**src/rtl/hist_pkg.sv**
```systemverilog
package hist_pkg;

  // Operation applied to the ring in one cycle, after load acceptance.
  // Bit 1: accepted load, bit 0: advance.
  typedef enum logic [1:0] {
    OP_NONE      = 2'b00,
    OP_STEP      = 2'b01,
    OP_LOAD      = 2'b10,
    OP_LOAD_STEP = 2'b11
  } hist_op_e;

endpackage

```
**src/rtl/hist_ptr_ctrl.sv**
```systemverilog
module hist_ptr_ctrl
  import hist_pkg::*;
#(
  parameter int DEPTH = 8,
  localparam int PW   = (DEPTH > 1) ? $clog2(DEPTH) : 1
) (
  input  logic          clk,
  input  logic          rst_n,
  input  logic          adv_i,
  input  logic          load_i,
  output logic [PW-1:0] rd_ptr_o,
  output logic [PW-1:0] wr_ptr_o,
  output logic          wr_en_o,
  output logic          at_newest_o
);

  localparam logic [PW-1:0] LAST = PW'(DEPTH - 1);
  localparam logic [PW-1:0] ONE  = PW'(1);

  logic [PW-1:0] ptr_q, ptr_d;
  logic [PW-1:0] tap_q, tap_d;
  logic          load_ok;
  hist_op_e      op;

  // Older neighbour: one slot down, wrapping at zero.
  function automatic logic [PW-1:0] older(input logic [PW-1:0] p);
    return (p == '0) ? LAST : p - ONE;
  endfunction

  // Slot that receives the next load: one slot up, wrapping at the top.
  function automatic logic [PW-1:0] newer(input logic [PW-1:0] p);
    return (p == LAST) ? '0 : p + ONE;
  endfunction

  assign load_ok = load_i && (tap_q == '0);

  always_comb begin
    op = hist_op_e'({load_ok, adv_i});
  end

  always_comb begin
    ptr_d = ptr_q;
    tap_d = tap_q;
    unique case (op)
      OP_NONE: begin
        ptr_d = ptr_q;
        tap_d = tap_q;
      end
      OP_STEP: begin
        ptr_d = older(ptr_q);
        tap_d = (tap_q == LAST) ? '0 : tap_q + ONE;
      end
      OP_LOAD: begin
        ptr_d = newer(ptr_q);
        tap_d = '0;
      end
      OP_LOAD_STEP: begin
        // write one slot up, then step back down onto the previous newest
        ptr_d = ptr_q;
        tap_d = ONE;
      end
      default: begin
        ptr_d = ptr_q;
        tap_d = tap_q;
      end
    endcase
  end

  always_ff @(posedge clk or negedge rst_n) begin
    if (!rst_n) begin
      ptr_q <= '0;
      tap_q <= '0;
    end else if (adv_i || load_ok) begin
      ptr_q <= ptr_d;
      tap_q <= tap_d;
    end
  end

  assign rd_ptr_o    = ptr_q;
  assign wr_ptr_o    = newer(ptr_q);
  assign wr_en_o     = load_ok;
  assign at_newest_o = (tap_q == '0);

  // the last step of a pass lands back on the newest word
  a_r3_pass_wraps: assert property (@(posedge clk) disable iff (!rst_n)
    (adv_i && !load_i && tap_q == LAST) |=> at_newest_o);

  // a plain advance moves the pointer to the older neighbour
  a_r2_step_older: assert property (@(posedge clk) disable iff (!rst_n)
    (adv_i && !load_i) |=> (ptr_q == older($past(ptr_q))));

  // a load during a pass leaves the pointer alone when not advancing
  a_r5_midpass_hold: assert property (@(posedge clk) disable iff (!rst_n)
    (load_i && !adv_i && tap_q != '0) |=> $stable(ptr_q));

endmodule

```
**src/rtl/hist_store.sv**
```systemverilog
module hist_store #(
  parameter int DEPTH = 8,
  parameter int WIDTH = 10,
  localparam int PW   = (DEPTH > 1) ? $clog2(DEPTH) : 1
) (
  input  logic             clk,
  input  logic             rst_n,
  input  logic             we_i,
  input  logic [PW-1:0]    waddr_i,
  input  logic [WIDTH-1:0] wdata_i,
  input  logic [PW-1:0]    raddr_i,
  output logic [WIDTH-1:0] rdata_o
);

  logic [WIDTH-1:0] word_q [DEPTH];

  for (genvar g = 0; g < DEPTH; g++) begin : g_word
    logic hit;
    assign hit = we_i && (waddr_i == PW'(g));

    always_ff @(posedge clk or negedge rst_n) begin
      if (!rst_n) begin
        word_q[g] <= '0;
      end else if (hit) begin
        word_q[g] <= wdata_i;
      end
    end
  end

  assign rdata_o = word_q[raddr_i];

  // a write lands in the addressed slot
  a_r4_write_lands: assert property (@(posedge clk) disable iff (!rst_n)
    we_i |=> (word_q[$past(waddr_i)] == $past(wdata_i)));

endmodule

```
**src/rtl/hist_ring.sv**
```systemverilog
module hist_ring
  import hist_pkg::*;
#(
  parameter int DEPTH = 8,
  parameter int WIDTH = 10,
  localparam int PW   = (DEPTH > 1) ? $clog2(DEPTH) : 1
) (
  input  logic             clk,
  input  logic             rst_n,
  input  logic             adv_i,
  input  logic             load_i,
  input  logic [WIDTH-1:0] sample_i,
  output logic [WIDTH-1:0] word_o,
  output logic             newest_o
);

  logic [PW-1:0] rd_ptr;
  logic [PW-1:0] wr_ptr;
  logic          wr_en;

  hist_ptr_ctrl #(
    .DEPTH (DEPTH)
  ) ctrl_i (
    .clk         (clk),
    .rst_n       (rst_n),
    .adv_i       (adv_i),
    .load_i      (load_i),
    .rd_ptr_o    (rd_ptr),
    .wr_ptr_o    (wr_ptr),
    .wr_en_o     (wr_en),
    .at_newest_o (newest_o)
  );

  hist_store #(
    .DEPTH (DEPTH),
    .WIDTH (WIDTH)
  ) store_i (
    .clk     (clk),
    .rst_n   (rst_n),
    .we_i    (wr_en),
    .waddr_i (wr_ptr),
    .wdata_i (sample_i),
    .raddr_i (rd_ptr),
    .rdata_o (word_o)
  );

  // idle cycles hold the outputs
  a_r8_idle_hold: assert property (@(posedge clk) disable iff (!rst_n)
    (!adv_i && !load_i) |=> ($stable(word_o) && $stable(newest_o)));

  // an accepted load shows the new sample next cycle
  a_r4_load_visible: assert property (@(posedge clk) disable iff (!rst_n)
    (load_i && !adv_i && newest_o) |=> (newest_o && word_o == $past(sample_i)));

  // a load during a pass changes nothing visible
  a_r5_load_dropped: assert property (@(posedge clk) disable iff (!rst_n)
    (load_i && !adv_i && !newest_o) |=> ($stable(word_o) && !newest_o));

  // combined load and advance leaves the previous newest on the output
  a_r6_load_then_step: assert property (@(posedge clk) disable iff (!rst_n)
    (load_i && adv_i && newest_o) |=> (!newest_o && word_o == $past(word_o)));

endmodule

```
**config.mk**
```make
export PLATFORM = sky130hd
export DESIGN_NAME = hist_ring
export DESIGN_NICKNAME = d
export VERILOG_FILES = /design/src/rtl/hist_pkg.sv /design/src/rtl/hist_ptr_ctrl.sv /design/src/rtl/hist_store.sv /design/src/rtl/hist_ring.sv
export SDC_FILE = /design/constraint.sdc
export NUM_CORES = 1
export LEC_CHECK = 0
export ABC_CLOCK_PERIOD_IN_PS = 2700
export BUFFER_PORTS_ARGS = -buffer_cell sky130_fd_sc_hd__clkbuf_2
export CORE_UTILIZATION = 55
export CTS_BUF_LIST = sky130_fd_sc_hd__clkbuf_4
export CTS_CLUSTER_SIZE = 8
export DETAILED_ROUTE_END_ITERATION = 7
export PLACE_DENSITY = 0.73
export SLEW_MARGIN = 20
export SYNTH_ARGS = -nofsm -noshare
export SYNTH_HDL_FRONTEND = slang
export SYNTH_SLANG_ARGS = --single-unit
export TNS_END_PERCENT = 5
```
**constraint.sdc**
```tcl
create_clock -name clk -period 2.7 [get_ports clk]
set_input_delay 0.135 -clock clk [delete_from_list [all_inputs] [get_ports clk]]
set_output_delay 0.135 -clock clk [all_outputs]
set_load 0.01 [all_outputs]
```
Word-level counts from Yosys, hierarchy flattened
Cells that the tools add are included. W data, S select, Z words.

Register bits after elaboration: 86. Bits of input ports: 14.

Add/subtract/negate cells: 3. Order comparisons: 1. Eq/ne operators: 12. Multiplexer cells: 8. Bitwise gates (word level): 3. Reduce and logical (&&, ||, !) cells: 17.

Operators with widths (number): $bmux W10 S3 (1); $mux W10 (2); $eq A3 B3 Y1 const B (6); $logic_and A1 B1 Y1 (9); $logic_not A3 Y1 (3); $mux W3 (3); $pmux W3 S3 (1); $add A3 B1 Y3 const B (2); $eq A3 B2 Y1 const B (2); $pmux W3 S2 (1); $eq A2 B2 Y1 const B (2); $ge A4 B4 Y1 const B (1); $not A3 Y4 (1); $reduce_and A2 Y1 (2); $eq A3 B1 Y1 const B (1); $sub A3 B1 Y3 const B (1); $eq A2 B1 Y1 const B (1); $logic_not A2 Y1 (1); $not A1 Y1 (2); $reduce_or A2 Y1 (1); $logic_or A1 B1 Y1 (1).

Longest topological paths before layout
Word-level depth: 6. Depth in mapped cells: 8. Depth with buffers taken out: 8.

Modules after synthesis
A second synthesis with hierarchy kept.

Cell total of the unflattened synthesis: 255. Area total of the unflattened synthesis: 4150.2 µm².

Modules (own cells, without submodules): hist_store (times used 1, cells each 210, area each 3694.8 µm², sequential area each 2001.9 µm²); hist_ptr_ctrl (times used 1, cells each 45, area each 455.4 µm², sequential area each 150.1 µm²).

Least setup slack after synthesis
No wires, ideal clock.

Path type: reg-to-reg. From: register ctrl_i.ptr_q[0] (netlist: ctrl_i.rd_ptr_o[0]). To: register store_i.word_q[0] (netlist name). Arrival time: 1894 ps. Required time: 2575 ps. Setup slack: 681 ps. Stages on the path, launching flop included: 7. Path buffers: 1. Clock period less this slack: 2019 ps. Cell sequence: dfrtp_1 > ha_1 > ha_1 > buf_4 > nand3b_2 > nor2_2 > mux2_2.

Cells in the longest elaborated chain, start to end: 4.

Ends and longest elaborated chain: start, declared (line hist_ptr_ctrl.sv:20) `logic [PW-1:0] ptr_q, ptr_d;`; start signal, assigned (line hist_ptr_ctrl.sv:74) `ptr_q <= ptr_d;`; $add A3 B1 Y3 or $eq A3 B3 Y1 (tied branches) (line hist_ptr_ctrl.sv:32) `return (p == LAST) ? '0 : p + ONE;`; $mux W3 * (line hist_ptr_ctrl.sv:32); $eq A3 B3 Y1 * (line hist_store.sv:19) `assign hit = we_i && (waddr_i == PW'(g));`; $logic_and A1 B1 Y1 * (line hist_store.sv:19); end signal, assigned by index (line hist_store.sv:25) `word_q[g] <= wdata_i;`; end, declared (line hist_store.sv:15) `logic [WIDTH-1:0] word_q [DEPTH];`.

Mark *: on every way between the ends. The rest lies on a longest branch, timed or not. A chain may end at the register's enable or synchronous reset.

Final worst setup path
From: register ctrl_i.ptr_q[0] (netlist: ctrl_i.rd_ptr_o[0]). To: register store_i.word_q[8] (netlist name).

Same word-level chain as after synthesis.

==> reports/results.txt <==
Setup WS pre-CTS -> 0.306 ns
Horiz. Die Dim -> 88.4 µm
Final setup viols -> 0
GRT overflow -> 0
Design area -> 4520 µm²
1st-iter DRT viols -> 88
Flop pwr share -> 43.5%
Req. time, crit path -> 3.00 ns
RR Startpoint -> ctrl_i.rd_ptr_o[0]
Post-CTS sizing -> 0
Clock Latency Late Sink -> 0.41 ns
LEAKAGE -> 2.17 nW
FILL cells -> 592
VDD IR max -> 0.539 mV
Max-slew violations -> 0
First-pass GRT wire length -> 13,000 µm
Final hold vios -> 0
Vias in the first global route -> 2,445
Clock sink count -> 86
Reg-to-reg endpoint -> store_i.word_q[8]
Layout cells sized above 1 -> 46.2%
Yosys cell types -> 28
Hpwl dp -> 5300 µm
Switch Pwr -> 1.64 mW
Worst Hold Path Cells -> 2
Setup TNS -> 0 ns
Worst-path clk slew -> 0.12 ns
XOR/XNOR Fraction of Synth Area -> 0.214%
WHS Endpoint -> store_i.word_q[14]
Max Cap Viol -> 0
Port-buffer cells -> 24
Worst setup SP type -> flip-flop
Antenna diode count -> 0
Main combinational cell family by area after synthesis -> multiplexers
Peak Freq -> 420 MHz
Die area -> 7810 µm²
Core area -> 7210 µm²
Min-delay src -> sample_i[4]
Part of the cycle the worst path needs -> 88.3%
Largest net degree at the start of global routing -> 56
Fin Clk Skew -> 0.0134 ns
DR WL/cell -> 18.4 µm
Syn Nets -> 307
P_int -> 3.15 mW
Clock power frac -> 12.3%
P per Cell Area -> 1060 nW/µm²
Root buf cell -> clkbuf_4
Depth of the most critical reg-to-reg path -> 5
Post-synthesis mux area share -> 33.5%
Yosys reg bits -> 86
GRT Util Overall -> 23.2%
CTS tree -> yes
Worst hold path type -> primary input to flip-flop
RSZ-0062 raised after global routing -> no
H-tree levels -> 3
Clock Tree Buf Depth -> 2
Die H -> 88.4 µm
Post-CTS Setup Inserts -> 0
Seq/Total Area, Yosys -> 52.5%
Setup Crit Path Kind -> flip-flop to flip-flop
Least-Margin Pin Slew -> 0.695 ns
Initial antenna violation count -> 0
Ports -> 25
Combinational power share -> 44.2%
GP Congestion -> 0.794
Pre-antenna DRT Iters -> 5
Simple-Gate Fraction of Synth Area -> 7.02%
Crit path from -> ctrl_i.rd_ptr_o[0]
DR vias -> 2,390
Vias per cell -> 5.64
Rel. slew slack -> 53.7%
Fin crit period -> 2.38 ns
Status -> finished clean
Worst hold margin -> 0.0403 ns
Nets -> 348
Post-Synth Adder-Cell Area -> 3.97%
Area Overhead vs Synth -> 10.2%
Yosys warns -> 0
Total power -> 4.79 mW
DRC violation count after routing -> 0
DRT antenna net count -> 0
Post-synthesis compound-gate area fraction -> 1.13%
Setup slack after layout -> 0.316 ns
# rows -> 31
Net Sw Frac -> 34.3%
Routed WL -> 7820 µm
CP Max Fanout -> 10
CP Capture Type -> flip-flop
Flop2flop setup slack -> 0.32 ns
Cts bufs inserted -> 9
Mapped Area -> 4100 µm²
Area post-placement -> 4410 µm²
Arr. time, crit path -> 2.68 ns
Avg Inst Size Synth -> 14.6 µm²
Starting density of the core -> 56.9%
Synth Instances -> 280
==> cell usage in the layout, fill, tap and decap left out <==
master,Yosys,routed
nand2_1,39,39
mux2i_1,1,1
nor3_1,1,1
clkbuf_2,0,23
clkinv_1,0,2
buf_4,1,14
nor2_2,4,4
inv_1,9,9
o41ai_1,1,1
xnor2_1,1,1
or3_1,1,1
or2_1,1,1
dlygate4sd3_1,0,1
ha_1,13,13
o21ai_0,1,1
a31o_2,1,1
o311ai_0,1,1
clkinv_2,0,1
dfrtp_1,86,86
nand3b_2,1,1
nand2b_4,1,1
clkinvlp_4,0,2
mux2_1,12,12
nand3b_1,1,1
clkbuf_4,0,10
a21oi_1,3,3
nor3_4,3,3
or3b_2,1,1
mux4_2,20,20
nand4b_1,1,1
mux2_2,69,69
==> final cells by class <==
cell class                      instances  area, µm²  share of cell area (%)
Clock buffer                           10       75.1                    1.66
Multi-Input combinational cell        177       1880                    41.5
Timing Repair Buffer                   38        230                    5.09
Clock inverter                          5       27.5                   0.609
Tap cell                               99        124                    2.74
Inverter                                9       33.8                   0.747
Sequential cell                        86       2150                    47.6
==> through the flow <==
step / utilization, % / std cells
global route: 62.7 / 424
CTS: 62.7 / 424
detailed placement: 61.1 / 408
floorplan: - / 280
finish: 62.7 / 424
global placement: 61.1 / 408
==> flip-flops by register name, indices dropped and copies added, names as in the netlist <==
name	flops
ctrl_i.rd_ptr_o	3
ctrl_i.tap_q	3
store_i.word_q	80
==> power groups by stage <==
stage,combinational (mW),clock (mW),sequential (mW)
2_1_floorplan,1.62,0,2.04
3_3_place_gp,2.10,0,2.10
3_5_place_dp,2.15,0,2.12
4_1_cts,2.15,0.619,2.09
5_1_grt,2.33,0.679,2.16
6_report,2.12,0.590,2.08
==> synthesized netlist by cell type <==
cell type / instances / area, µm²
a21oi_1: 3 / 15.0
a31o_2: 1 / 8.76
buf_1: 2 / 7.51
buf_2: 3 / 15.0
buf_4: 1 / 7.51
clkbuf_1: 2 / 7.51
dfrtp_1: 86 / 2150
ha_1: 13 / 163
inv_1: 9 / 33.8
mux2_1: 12 / 135
mux2_2: 69 / 777
mux2i_1: 1 / 10.0
mux4_2: 20 / 450
nand2_1: 39 / 146
nand2b_4: 1 / 13.8
nand3b_1: 1 / 7.51
nand3b_2: 1 / 11.3
nand4b_1: 1 / 8.76
nor2_2: 4 / 25.0
nor3_1: 1 / 5.00
nor3_4: 3 / 48.8
o21ai_0: 1 / 5.00
o311ai_0: 1 / 8.76
o41ai_1: 1 / 8.76
or2_1: 1 / 6.26
or3_1: 1 / 6.26
or3b_2: 1 / 8.76
xnor2_1: 1 / 8.76
==> metal layers <==
| layer | vias to the layer above | global-route usage [%] | part of all wire [%] | routed length (µm) |
|---|---|---|---|---|
| li1 | 1094 | - | - | - |
| met1 | 1240 | 33.2 | 47 | 3640 |
| met2 | 47 | 35.8 | 48 | 3740 |
| met3 | 9 | 5.97 | 4.5 | 350 |
| met4 | 0 | 5.87 | 1.1 | 85 |
| met5 | - | 0 | 0 | 0 |
==> how the worst max path moves through the flow <==
| stage | to |
|---|---|
| 5_1_grt | store_i.word_q[8] |
| 3_5_place_dp | store_i.word_q[7] |
| 2_1_floorplan | store_i.word_q[0] |
| 4_1_cts | store_i.word_q[1] |
| 6_report | store_i.word_q[8] |
| 3_3_place_gp | store_i.word_q[6] |
==> cells by family (layout without fill, tap and decap cells) <==
logic type | after synthesis | in the layout
adder cells (fa/ha/maj) | 13 | 13
AO/OA/AOI/OAI | 7 | 7
XOR/XNOR | 1 | 1
AND/OR/NAND/NOR | 54 | 54
multiplexers | 102 | 102
flip-flops | 86 | 86
buffers and inverters | 17 | 62
==> critical path, cell delays in order (launching register included) <==
cell and delay (ns):
dfrtp_1 0.42, ha_1 0.20, ha_1 0.53, nand3b_2 0.19, nor2_2 0.52, mux2_2 0.40
==> repair_timing <==
| item | 4_1_cts | 5_1_grt |
|---|---|---|
| endpoints found under the hold margin | 53 | 0 |
| setup endpoints to repair | 0 | 0 |
| hold buffers | 1 | 0 |
No activity file was read; power rests on OpenSTA's default activity.
